===== config.mk =====
export PLATFORM = sky130hd
export DESIGN_NAME = gpio_port
export DESIGN_NICKNAME = d
export VERILOG_FILES = /design/src/rtl/gpio_port_pkg.sv /design/src/rtl/gpio_sync.sv /design/src/rtl/gpio_edge.sv /design/src/rtl/gpio_padctl.sv /design/src/rtl/gpio_port.sv
export SDC_FILE = /design/constraint.sdc
export NUM_CORES = 1
export LEC_CHECK = 0
export BUFFER_PORTS_ARGS = -buffer_cell sky130_fd_sc_hd__buf_2
export CORE_MARGIN = 5
export CORE_UTILIZATION = 45
export CTS_CLUSTER_DIAMETER = 30
export DETAILED_ROUTE_END_ITERATION = 12
export GPL_ROUTABILITY_DRIVEN = 1
export PLACE_DENSITY = 0.69
export SKIP_LAST_GASP = 1
export SLEW_MARGIN = 20
export SYNTH_ARGS = -nofsm -noshare
export SYNTH_HDL_FRONTEND = slang
export SYNTH_HIERARCHICAL = 1
export SYNTH_SLANG_ARGS = --single-unit

===== constraint.sdc =====
create_clock -name clk -period 1.47 [get_ports clk]
set_clock_uncertainty 0.1 [all_clocks]
set_input_delay 0.0735 -clock clk [delete_from_list [all_inputs] [get_ports clk]]
set_output_delay 0.0735 -clock clk [all_outputs]
set_load 0.005 [all_outputs]

===== src/rtl/gpio_port_pkg.sv =====
package gpio_port_pkg;
    localparam int ADDR_W = 3;

    typedef enum logic [ADDR_W-1:0] {
        REG_LEVEL  = 3'd0,
        REG_DIR    = 3'd1,
        REG_RDRV   = 3'd2,
        REG_PULLEN = 3'd3,
        REG_POL    = 3'd4,
        REG_IRQEN  = 3'd5,
        REG_FLAG   = 3'd6,
        REG_PIN    = 3'd7
    } reg_sel_e;
endpackage


===== src/rtl/gpio_sync.sv =====
module gpio_sync #(
    parameter int W      = 8,
    parameter int STAGES = 2
) (
    input  logic         clk,
    input  logic         rst_n,
    input  logic [W-1:0] d,
    output logic [W-1:0] q
);
    logic [W-1:0] stg [STAGES];

    always_ff @(posedge clk or negedge rst_n) begin
        if (!rst_n) begin
            for (int i = 0; i < STAGES; i++) stg[i] <= '0;
        end else begin
            stg[0] <= d;
            for (int i = 1; i < STAGES; i++) stg[i] <= stg[i-1];
        end
    end

    assign q = stg[STAGES-1];
endmodule


===== src/rtl/gpio_edge.sv =====
module gpio_edge #(
    parameter int W = 8
) (
    input  logic         clk,
    input  logic         rst_n,
    input  logic [W-1:0] lvl,
    input  logic [W-1:0] pol,
    input  logic [W-1:0] ien,
    input  logic [W-1:0] clr,
    output logic [W-1:0] flag
);
    logic [W-1:0] prev_q;
    logic [W-1:0] hit;

    for (genvar g = 0; g < W; g++) begin : g_pin
        logic rise, fall;
        assign rise   = lvl[g] & ~prev_q[g];
        assign fall   = ~lvl[g] & prev_q[g];
        assign hit[g] = ien[g] & (pol[g] ? rise : fall);
    end

    always_ff @(posedge clk or negedge rst_n) begin
        if (!rst_n) begin
            prev_q <= '0;
            flag   <= '0;
        end else begin
            prev_q <= lvl;
            flag   <= (flag & ~clr) | hit;
        end
    end
endmodule


===== src/rtl/gpio_padctl.sv =====
module gpio_padctl #(
    parameter int W = 8
) (
    input  logic [W-1:0] dir,
    input  logic [W-1:0] level,
    input  logic [W-1:0] rdrv,
    input  logic [W-1:0] pullen,
    input  logic [W-1:0] pol,
    output logic [W-1:0] oe,
    output logic [W-1:0] out,
    output logic [W-1:0] rd_sel,
    output logic [W-1:0] pu,
    output logic [W-1:0] pd
);
    always_comb begin
        oe     = dir;
        out    = dir & level;
        rd_sel = dir & rdrv;
        pu     = ~dir & pullen & ~pol;
        pd     = ~dir & pullen & pol;
    end
endmodule


===== src/rtl/gpio_port.sv =====
module gpio_port
    import gpio_port_pkg::*;
#(
    parameter int W          = 8,
    parameter int SYNC_DEPTH = 2
) (
    input  logic              clk,
    input  logic              rst_n,
    input  logic              bus_wr,
    input  logic              bus_rd,
    input  logic [ADDR_W-1:0] bus_addr,
    input  logic [W-1:0]      bus_wdata,
    output logic [W-1:0]      bus_rdata,
    input  logic [W-1:0]      pad_in,
    output logic [W-1:0]      pad_oe,
    output logic [W-1:0]      pad_out,
    output logic [W-1:0]      pad_rdrv,
    output logic [W-1:0]      pad_pu,
    output logic [W-1:0]      pad_pd,
    output logic              irq
);
    reg_sel_e     sel;
    logic [W-1:0] level_q, dir_q, rdrv_q, pullen_q, pol_q, ien_q;
    logic [W-1:0] flag_q, pin_sync, clr_mask, rd_mux;

    assign sel = reg_sel_e'(bus_addr);

    gpio_sync #(.W(W), .STAGES(SYNC_DEPTH)) u_sync (
        .clk(clk), .rst_n(rst_n), .d(pad_in), .q(pin_sync)
    );

    assign clr_mask = (bus_wr && sel == REG_FLAG) ? bus_wdata : '0;

    gpio_edge #(.W(W)) u_edge (
        .clk(clk), .rst_n(rst_n), .lvl(pin_sync), .pol(pol_q),
        .ien(ien_q), .clr(clr_mask), .flag(flag_q)
    );

    gpio_padctl #(.W(W)) u_pad (
        .dir(dir_q), .level(level_q), .rdrv(rdrv_q), .pullen(pullen_q),
        .pol(pol_q), .oe(pad_oe), .out(pad_out), .rd_sel(pad_rdrv),
        .pu(pad_pu), .pd(pad_pd)
    );

    always_ff @(posedge clk or negedge rst_n) begin
        if (!rst_n) begin
            level_q  <= '0;
            dir_q    <= '0;
            rdrv_q   <= '0;
            pullen_q <= '0;
            pol_q    <= '0;
            ien_q    <= '0;
        end else if (bus_wr) begin
            unique case (sel)
                REG_LEVEL:  level_q  <= bus_wdata;
                REG_DIR:    dir_q    <= bus_wdata;
                REG_RDRV:   rdrv_q   <= bus_wdata;
                REG_PULLEN: pullen_q <= bus_wdata;
                REG_POL:    pol_q    <= bus_wdata;
                REG_IRQEN:  ien_q    <= bus_wdata;
                REG_FLAG, REG_PIN: ;
            endcase
        end
    end

    always_comb begin
        unique case (sel)
            REG_LEVEL:  rd_mux = (dir_q & level_q) | (~dir_q & pin_sync);
            REG_DIR:    rd_mux = dir_q;
            REG_RDRV:   rd_mux = rdrv_q;
            REG_PULLEN: rd_mux = pullen_q;
            REG_POL:    rd_mux = pol_q;
            REG_IRQEN:  rd_mux = ien_q;
            REG_FLAG:   rd_mux = flag_q;
            REG_PIN:    rd_mux = pin_sync;
        endcase
    end

    always_ff @(posedge clk or negedge rst_n) begin
        if (!rst_n)      bus_rdata <= '0;
        else if (bus_rd) bus_rdata <= rd_mux;
    end

    assign irq = |(flag_q & ien_q);
endmodule


[Yosys cells after proc, flatten, opt, wreduce, memory -nomap -nowiden]
Index checks and enable logic that the tools add are counted.
Operators by class
  muxes and demuxes: 10
  equal/unequal tests: 7
  reduce and logical (&&, ||, !) cells: 9
  bitwise gates (word level): 53
Operator list (number)
  $and A8 B8 Y8: 8
  $pmux W8 S8: 1
  $and A1 B1 Y1: 24
  $not A8 Y8: 3
  $not A1 Y1: 16
  $or A8 B8 Y8: 2
  $eq A3 B3 Y1 const B: 4
  $reduce_and A2 Y1: 6
  $mux W1: 8
  $mux W8: 1
  $reduce_or A8 Y1: 1
  $eq A3 B2 Y1 const B: 2
  $eq A3 B1 Y1 const B: 1
  $logic_not A3 Y1: 1
  $logic_and A1 B1 Y1: 1
Word-level totals
  output and inout bits: 49
  input bits: 23
  flip-flop bits (word level): 88

[Logic depth before layout (Yosys ltp)]
Gate-level depths: netlist of the first run.
  word-level depth: 6
  depth in mapped cells: 7

[Modules after synthesis]
Netlist of the first run, hierarchy kept.
Modules (own cells, without submodules)
  gpio_port: instances 1, area each 2946.6 µm², cells each 226
  gpio_edge: instances 1, area each 650.6 µm², cells each 48
  gpio_sync: instances 1, area each 460.4 µm², cells each 24
  gpio_padctl: instances 1, area each 297.8 µm², cells each 40

[Worst setup path after synthesis of the first run]
OpenSTA, ideal clock, no wires.
  path type: register to register
  start: reg u_sync.stg (netlist bit u_sync/q[1])
  end: reg bus_rdata[1]
  cell stages (with the launch flop): 5
  setup slack: 0.097 ns
  buffers on the path: 1
  arrival time: 1.137 ns
  library setup time: 0.136 ns
  required time: 1.234 ns
  path through: dfrtp_1 buf_4 mux4_2 a21oi_1 o22ai_1
Between the ends
  word-level cells in the longest chain between the ends: 3
Ends and longest elaborated chain
  from (decl): line gpio_sync.sv:10  | logic [W-1:0] stg [STAGES];
  $and A8 B8 Y8: line gpio_port.sv:68  | REG_LEVEL: rd_mux = (dir_q & level_q) | (~dir_q & pin_sync);
  $or A8 B8 Y8: line gpio_port.sv:68
  $pmux W8 S8 *: line gpio_port.sv:67  | unique case (sel)
  to (signal assigned): line gpio_port.sv:81  | else if (bus_rd) bus_rdata <= rd_mux;
  to (decl): line gpio_port.sv:13  | output logic [W-1:0] bus_rdata,
Every way passes the cells marked *; elsewhere a longest branch is shown, timed or not.
A chain may end at the register's enable or synchronous reset.

[Final worst setup path of the first run]
  start: reg ien_q[5]
  end: out irq
Between the ends
  word-level cells in the longest chain between the ends: 2
Ends and longest elaborated chain
  from (decl): line gpio_port.sv:23  | logic [W-1:0] level_q, dir_q, rdrv_q, pullen_q, pol_q, ien_q;
  from (signal assigned): line gpio_port.sv:60  | REG_IRQEN: ien_q <= bus_wdata;
  $and A8 B8 Y8: line gpio_port.sv:84  | assign irq = |(flag_q & ien_q);
  $reduce_or A8 Y1: line gpio_port.sv:84
  to (decl): line gpio_port.sv:20  | output logic irq
No other way between the ends.

==> results of run 1 <==
==> through the flow <==
step                cells  setup WS (ps)  utilization (%)  total power [W]
CTS                   593          -26.6             56.7          0.00685
detailed placement    553          -20.3             51.8          0.00488
global route          594          -62.7             57.0          0.00720
finish                594          -14.3             57.0          0.00684
floorplan             338           96.8                -          0.00420
global placement      553           5.37             51.8          0.00482
==> state kept, by name, summed over array words and instances (netlist names) <==
name / count
pullen_q: 8
rdrv_q: 8
ien_q: 8
dir_q: 8
bus_rdata: 8
u_sync/stg: 8
pol_q: 8
level_q: 8
u_sync/q: 8
u_edge/prev_q: 8
u_edge/flag: 8
==> layer usage <==
metal / track usage [%] / up-vias / part of all wire [%]
met5: 0 / - / 0.066
met4: 7.30 / 2 / 1.7
met3: 4.24 / 17 / 4.9
met2: 29.7 / 72 / 48
met1: 25.8 / 1586 / 45
li1: - / 1471 / -
==> cell type report <==
class	count	area, um^2
multi-input cells	216	1910
clock inverters	6	93.8
inverters	6	22.5
well taps	133	166
clock buffers	9	124
flip-flops and latches	88	2210
fillers	828	4120
repair buffers	136	952
==> synthesized netlist by cell type (2+ instances only) <==
library cell  count
a32oi_1          10
nand2_1           8
o22ai_1           3
a21oi_1           8
a221oi_1          2
mux2_2           51
a22oi_1           8
nand3_1           8
and3b_1           8
a211o_1           5
nand2b_1         14
and2_2            2
nor2_1            4
a211oi_1          2
nor3_4            3
and2_1           22
inv_1             6
nand4bb_1         8
mux2i_1          17
dfrtp_1          88
nor3b_1           9
mux4_2            2
buf_6             9
buf_4            17
nand4b_1          8
o21ai_0           3
==> worst max-delay path, delay by kind of cell (launching register included) <==
| family | cells | cell delay [ps] |
|---|---|---|
| buffers and inverters | 2 | 280 |
| and+or+nand+nor | 1 | 130 |
| AOI/OAI and AO/OA | 1 | 140 |
| DFF | 1 | 400 |
==> worst paths after layout <==
kind                               start                to  slack, ps  cells after the start
max reg2reg                     ien_q[5]      bus_rdata[5]         20                      4
max in group asynchronous          rst_n  u_edge/prev_q[1]        640                      3
max                             ien_q[5]               irq        -10                      4
min reg2reg                u_sync/stg[9]       u_sync/q[1]        250                      0
min in group clk             bus_addr[0]      bus_rdata[6]        190                      4
min                                rst_n    u_sync/stg[15]        100                      2
==> where the power goes <==
group          switching (W)  total [W]  internal (W)  leakage, nW
clock               0.000885    0.00185      0.000962        0.111
sequential          0.000444    0.00330       0.00286         1.03
combinational       0.000688    0.00169       0.00101         1.39
total                0.00202    0.00684       0.00483         2.53
==> placed cells by master (no fill, tap or decap), types with 2 or more instances in the layout <==
cell type,n
inv_1,6
o22ai_1,3
a22oi_2,3
clkinv_4,2
nand4bb_1,8
dfrtp_1,85
a22oi_1,5
a21oi_1,7
mux2_2,51
mux4_2,2
clkbuf_8,9
nor3b_2,3
buf_6,3
nand2b_1,14
a211oi_1,2
nand2_1,8
nor2_1,4
nor3b_1,7
a32oi_1,10
buf_12,4
mux2i_1,17
and2_2,2
o21ai_0,3
dlygate4sd3_1,18
buf_2,70
dfrtp_2,3
buf_4,41
nand3_1,8
bufinv_16,2
and2_1,22
a211o_1,5
a221oi_1,2
nor3_4,3
nand4b_1,8
and3b_1,8
==> kinds of logic after synthesis <==
kind of cell           count (synthesis)  share of synthesized area [%]
AND/OR/NAND/NOR                      105                           18.2
flip-flops                            88                           50.6
multiplexers                          70                           18.1
AO/OA/AOI/OAI                         41                           6.84
buffers and inverters                 34                           6.32
==> timing repair <==
item,CTS,global route
setup endpoints to repair,1,7
pin swaps,3,0
endpoints found under the hold margin,147,0
hold buffers,18,0
buffers inserted,7,1
gates resized for setup,5,7
==> summary.txt, run 1 <==
STA
  • Finish-stage setup viols: 1
  • Endpoints failing hold: 0
  • Rel. slew slack: 68.4%
  • Slew Viols, Final: 0
  • Fin Hold WS: 102 ps
  • Fmax: 674 MHz
  • Worst-margin pin slew: 474 ps
  • Setup TNS: -14.3 ps
  • Crit share post-route: 101%
  • Fin worst setup slack: -14.3 ps
  • Clock period minus worst slack: 1480 ps
  • Unrepaired setup endpoints after global routing: true

Layout
  • Post-layout instance area: 5470 um^2
  • Post-layout nets: 480
  • ANT cells: 0
  • Share of cells above drive strength 1: 44.9%
  • Synth-to-layout area growth: 25.6%

Yosys
  • Synth top area share: 50.6%
  • Synthesized area: 4360 um^2
  • Top post-synthesis cells by area: dfrtp_1 51%, mux2_2 13%, mux2i_1 3.9%
  • Cell accounting for the most synthesized area: dfrtp_1
  • Register area share after synthesis: 50.6%
  • Synth Area per Inst: 12.9 um^2
  • Post-synth EDFFs: 0
  • Mapped Nets: 361
  • YS warnings: 6
  • Post-synth ARST share: 100%
  • Synth Flop Type: dfrtp_1
  • Yosys cell types: 39
  • Flip-flop and latch count after synthesis: 88
  • Synth Instances: 338

Clock network
  • Clk buf depth: 2
  • Clock Sinks: 88
  • Clk root buf: clkbuf_8
  • Clk slew on worst S/H paths: 90 ps
  • Cts bufs inserted: 9
  • H-tree depth: 3
  • CTS tree: built
  • Clk_lat worst skew: 370 ps

Floorplan
  • Die height: 108 um
  • Die ar.: 11700 um^2
  • Ports: 72
  • Starting Density: 45.4%
  • Core Rows: 36
  • Core area: 9590 um^2
  • Die X-Extent: 108 um

Drt
  • Post-route ant nets: 0
  • WL/cell: 17.8 um
  • Initial drt markers: 174
  • DRC errors left: 0
  • 1st-pass router iterations: 4
  • Final WL: 10.6 mm
  • Via count: 3148
  • Avg Vias per Cell: 5.30

GRT
  • Initial antenna violation count: 1
  • Vias in the first global route: 3231
  • Largest net degree at the start of global routing: 36
  • Gr ovfl total: 0
  • First-pass GRT wire length: 17.0 mm
  • GRT Total Usage: 19.0%

Power and ir drop
  • Maximum VDD drop: 0.720 mV
  • Leak pwr: 2.53 nW
  • Pwr/cell area: 1250 nW/um^2

Critical path
  • Cells along the critical path: buf_6 -> a22oi_2 -> nand4_1 -> buf_2
  • Critical path startpoint category: register
  • CP Data Arrival Time: 1310 ps
  • Worst EP required: 1300 ps
  • Crit path max-delay cell type: dfrtp_1
  • Crit Path Class: register to output pin
  • Worst Path Max Fanout: 2
  • Crit end category: output pin
  • Worst path max stage delay: 400 ps

Placed design
  • Placement Cell Area: 4970 um^2
  • Buffers on Ports: 71
  • Detail Placement HPWL: 7.47 mm
  • GPL Wtd Cong: 0.801

Hold path
  • Hold Path Class: input port to asynchronous set/reset pin

Outcome
  • Violated checks: negative setup slack
  • Status: finished, violations left

Job
  • Max Cap Viol: 0
No activity file was read; power rests on OpenSTA's default activity.
==> inputs of run 2 (changes only) <==
PLACE_DENSITY = 0.66   (was 0.69)
clock period = 1.6 ns   (was 1.47 ns; I/O delays follow)
==> summary.txt, run 2 (same netlist as run 1, synthesis figures left out) <==
Clock network
  • Clk buf depth: 2 (unchanged)
  • Post-CTS setup buffers: 0 (-7)
  • Cts bufs inserted: 9 (unchanged)
  • Clk root buf: clkbuf_8
  • CTS tree: built
  • Clk slew on worst S/H paths: 90 ps (about the same)
  • Clock Sinks: 88 (unchanged)
  • Clk_lat worst skew: 360 ps (about the same)
  • H-tree depth: 3 (unchanged)

Layout
  • Post-layout instance area: 5300 um^2 (-3.2%)
  • Final Core Density: 55.2% (-1.8 points)
  • Synth-to-layout area growth: 21.6%
  • Share of cells above drive strength 1: 41.8% (-3.1 points)
  • Commonest non-fill, non-tap cells in the layout: 88 x dfrtp_1, 70 x buf_2, 51 x mux2_2
  • ANT cells: 0 (unchanged)
  • Post-layout nets: 463 (-3.5%)
  • Layout filler cell count: 839 (+1.3%)
  • Leading cell type in the layout, fill and taps excluded: dfrtp_1

Critical path
  • Critical path startpoint category: register
  • Crit Path Class: register to output pin
  • Crit end category: output pin
  • Worst Path Max Fanout: 5 (+3)
  • Worst EP required: 1420 ps (+120 ps)
  • CP Data Arrival Time: 1350 ps (+40 ps)
  • Worst Reg-to-Reg Cells: 3 (-1)

Drt
  • Max layer used: met4
  • Wire length on met1: 4.87 mm (+1.7%)
  • Initial drt markers: 143 (-18%)
  • 1st-pass router iterations: 4 (unchanged)
  • WL/cell: 18.4 um (+3.5%)
  • Via count: 3054 (-3.0%)
  • WL met3: 445 um (-15%)
  • Final WL: 10.6 mm (+0.67%)
  • DRC errors left: 0 (unchanged)
  • Post-route ant nets: 0 (unchanged)
  • WL met2: 5.17 mm (+1.8%)
  • Avg Vias per Cell: 5.28 (-0.30%)

Floorplan
  • Starting Density: 45.4% (unchanged)
  • Ports: 72 (unchanged)
  • Die ar.: 11700 um^2 (unchanged)
  • Die X-Extent: 108 um (unchanged)
  • Die height: 108 um (unchanged)
  • Core Rows: 36 (unchanged)
  • Core area: 9590 um^2 (unchanged)

Hold path
  • Worst hold path cell count: 3
  • Hold Path Class: input port to register

Placed design
  • GPL Wtd Cong: 0.815 (+1.8%)
  • Detail Placement HPWL: 7.62 mm (+2.1%)
  • Placement Cell Area: 4880 um^2 (-1.7%)
  • Setup WS pre-CTS: 49.8 ps (+70.1 ps)
  • Buffers on Ports: 71 (unchanged)

Job
  • Max Cap Viol: 0 (unchanged)

GRT
  • First-pass GRT wire length: 17.0 mm (unchanged)
  • Initial antenna violation count: 0 (-1)
  • GRT Total Usage: 19.1% (+0.096 points)
  • Largest net degree at the start of global routing: 37 (+2.8%)
  • Gr ovfl total: 0 (unchanged)
  • Vias in the first global route: 3103 (-4.0%)

STA
  • Fmax: 653 MHz
  • Worst-margin pin slew: 451 ps (-23.4 ps)
  • Slew Viols, Final: 0 (unchanged)
  • Finish-stage setup viols: 0 (-1)
  • Setup TNS: 0 ps (+14.3 ps)
  • Clock period minus worst slack: 1530 ps
  • Unrepaired setup endpoints after global routing: false
  • Endpoints failing hold: 0 (unchanged)
  • Fin Hold WS: 16.7 ps (-85.3 ps)
  • Fin worst setup slack: 69.1 ps (+83.4 ps)
  • Rel. slew slack: 69.8% (+1.5 points)
  • Crit share post-route: 95.7%

Outcome
  • Status: finished clean

Power and ir drop
  • Pwr/cell area: 1170 nW/um^2 (-6.7%)
  • Leak pwr: 2.44 nW (-3.8%)
  • Maximum VDD drop: 0.596 mV (-17%)
==> run 2: worst paths after layout <==
path / from / endpoint / slack (ps)
setup / recovery: ien_q[6] / irq / 70
hold / removal: bus_rd / bus_rdata[6] / 20
setup reg to reg: u_sync/q[1] / bus_rdata[1] / 120
hold reg to reg: u_sync/stg[14] / u_sync/q[6] / 250
max in group asynchronous: rst_n / u_edge/prev_q[5] / 790
min in group asynchronous: rst_n / u_sync/stg[9] / 70
==> run 2: what timing repair did <==
action	4_1_cts	5_1_grt
setup endpoints to repair	0	1
endpoints found under the hold margin	144	0
hold buffers	17	0
gates resized for setup	0	3
==> run 2: metrics by stage <==
step,cells,total power [W]
2_1_floorplan,338,0.00386
3_3_place_gp,545,0.00439
3_5_place_dp,545,0.00444
4_1_cts,578,0.00622
5_1_grt,578,0.00654
6_report,578,0.00618
==> run 2: worst max-delay path: stages, from the launching register on <==
cell and delay [ps]:
dfrtp_1 450, a22oi_2 250, nand4_1 140, buf_2 150
==> run 2: layer usage <==
metal,GRT usage [%],vias up
met1,26.4,1528
met4,5.32,0
met5,0,-
met3,3.34,17
li1,-,1439
met2,30.9,70
==> run 2: cell type report <==
| class | count | area [um^2] | area share (%) |
|---|---|---|---|
| well taps | 133 | 166 | 3.14 |
| repair buffers | 119 | 786 | 14.8 |
| flip-flops and latches | 88 | 2200 | 41.6 |
| clock buffers | 9 | 124 | 2.34 |
| clock inverters | 7 | 103 | 1.94 |
| inverters | 6 | 22.5 | 0.425 |
| multi-input cells | 216 | 1890 | 35.7 |
==> run 2: power by group <==
group	leakage (nW)	switching, W	internal (W)
Sequential	1.03	0.000464	0.00262
Combinational	1.29	0.000547	0.000806
Clock	0.111	0.000844	0.000898
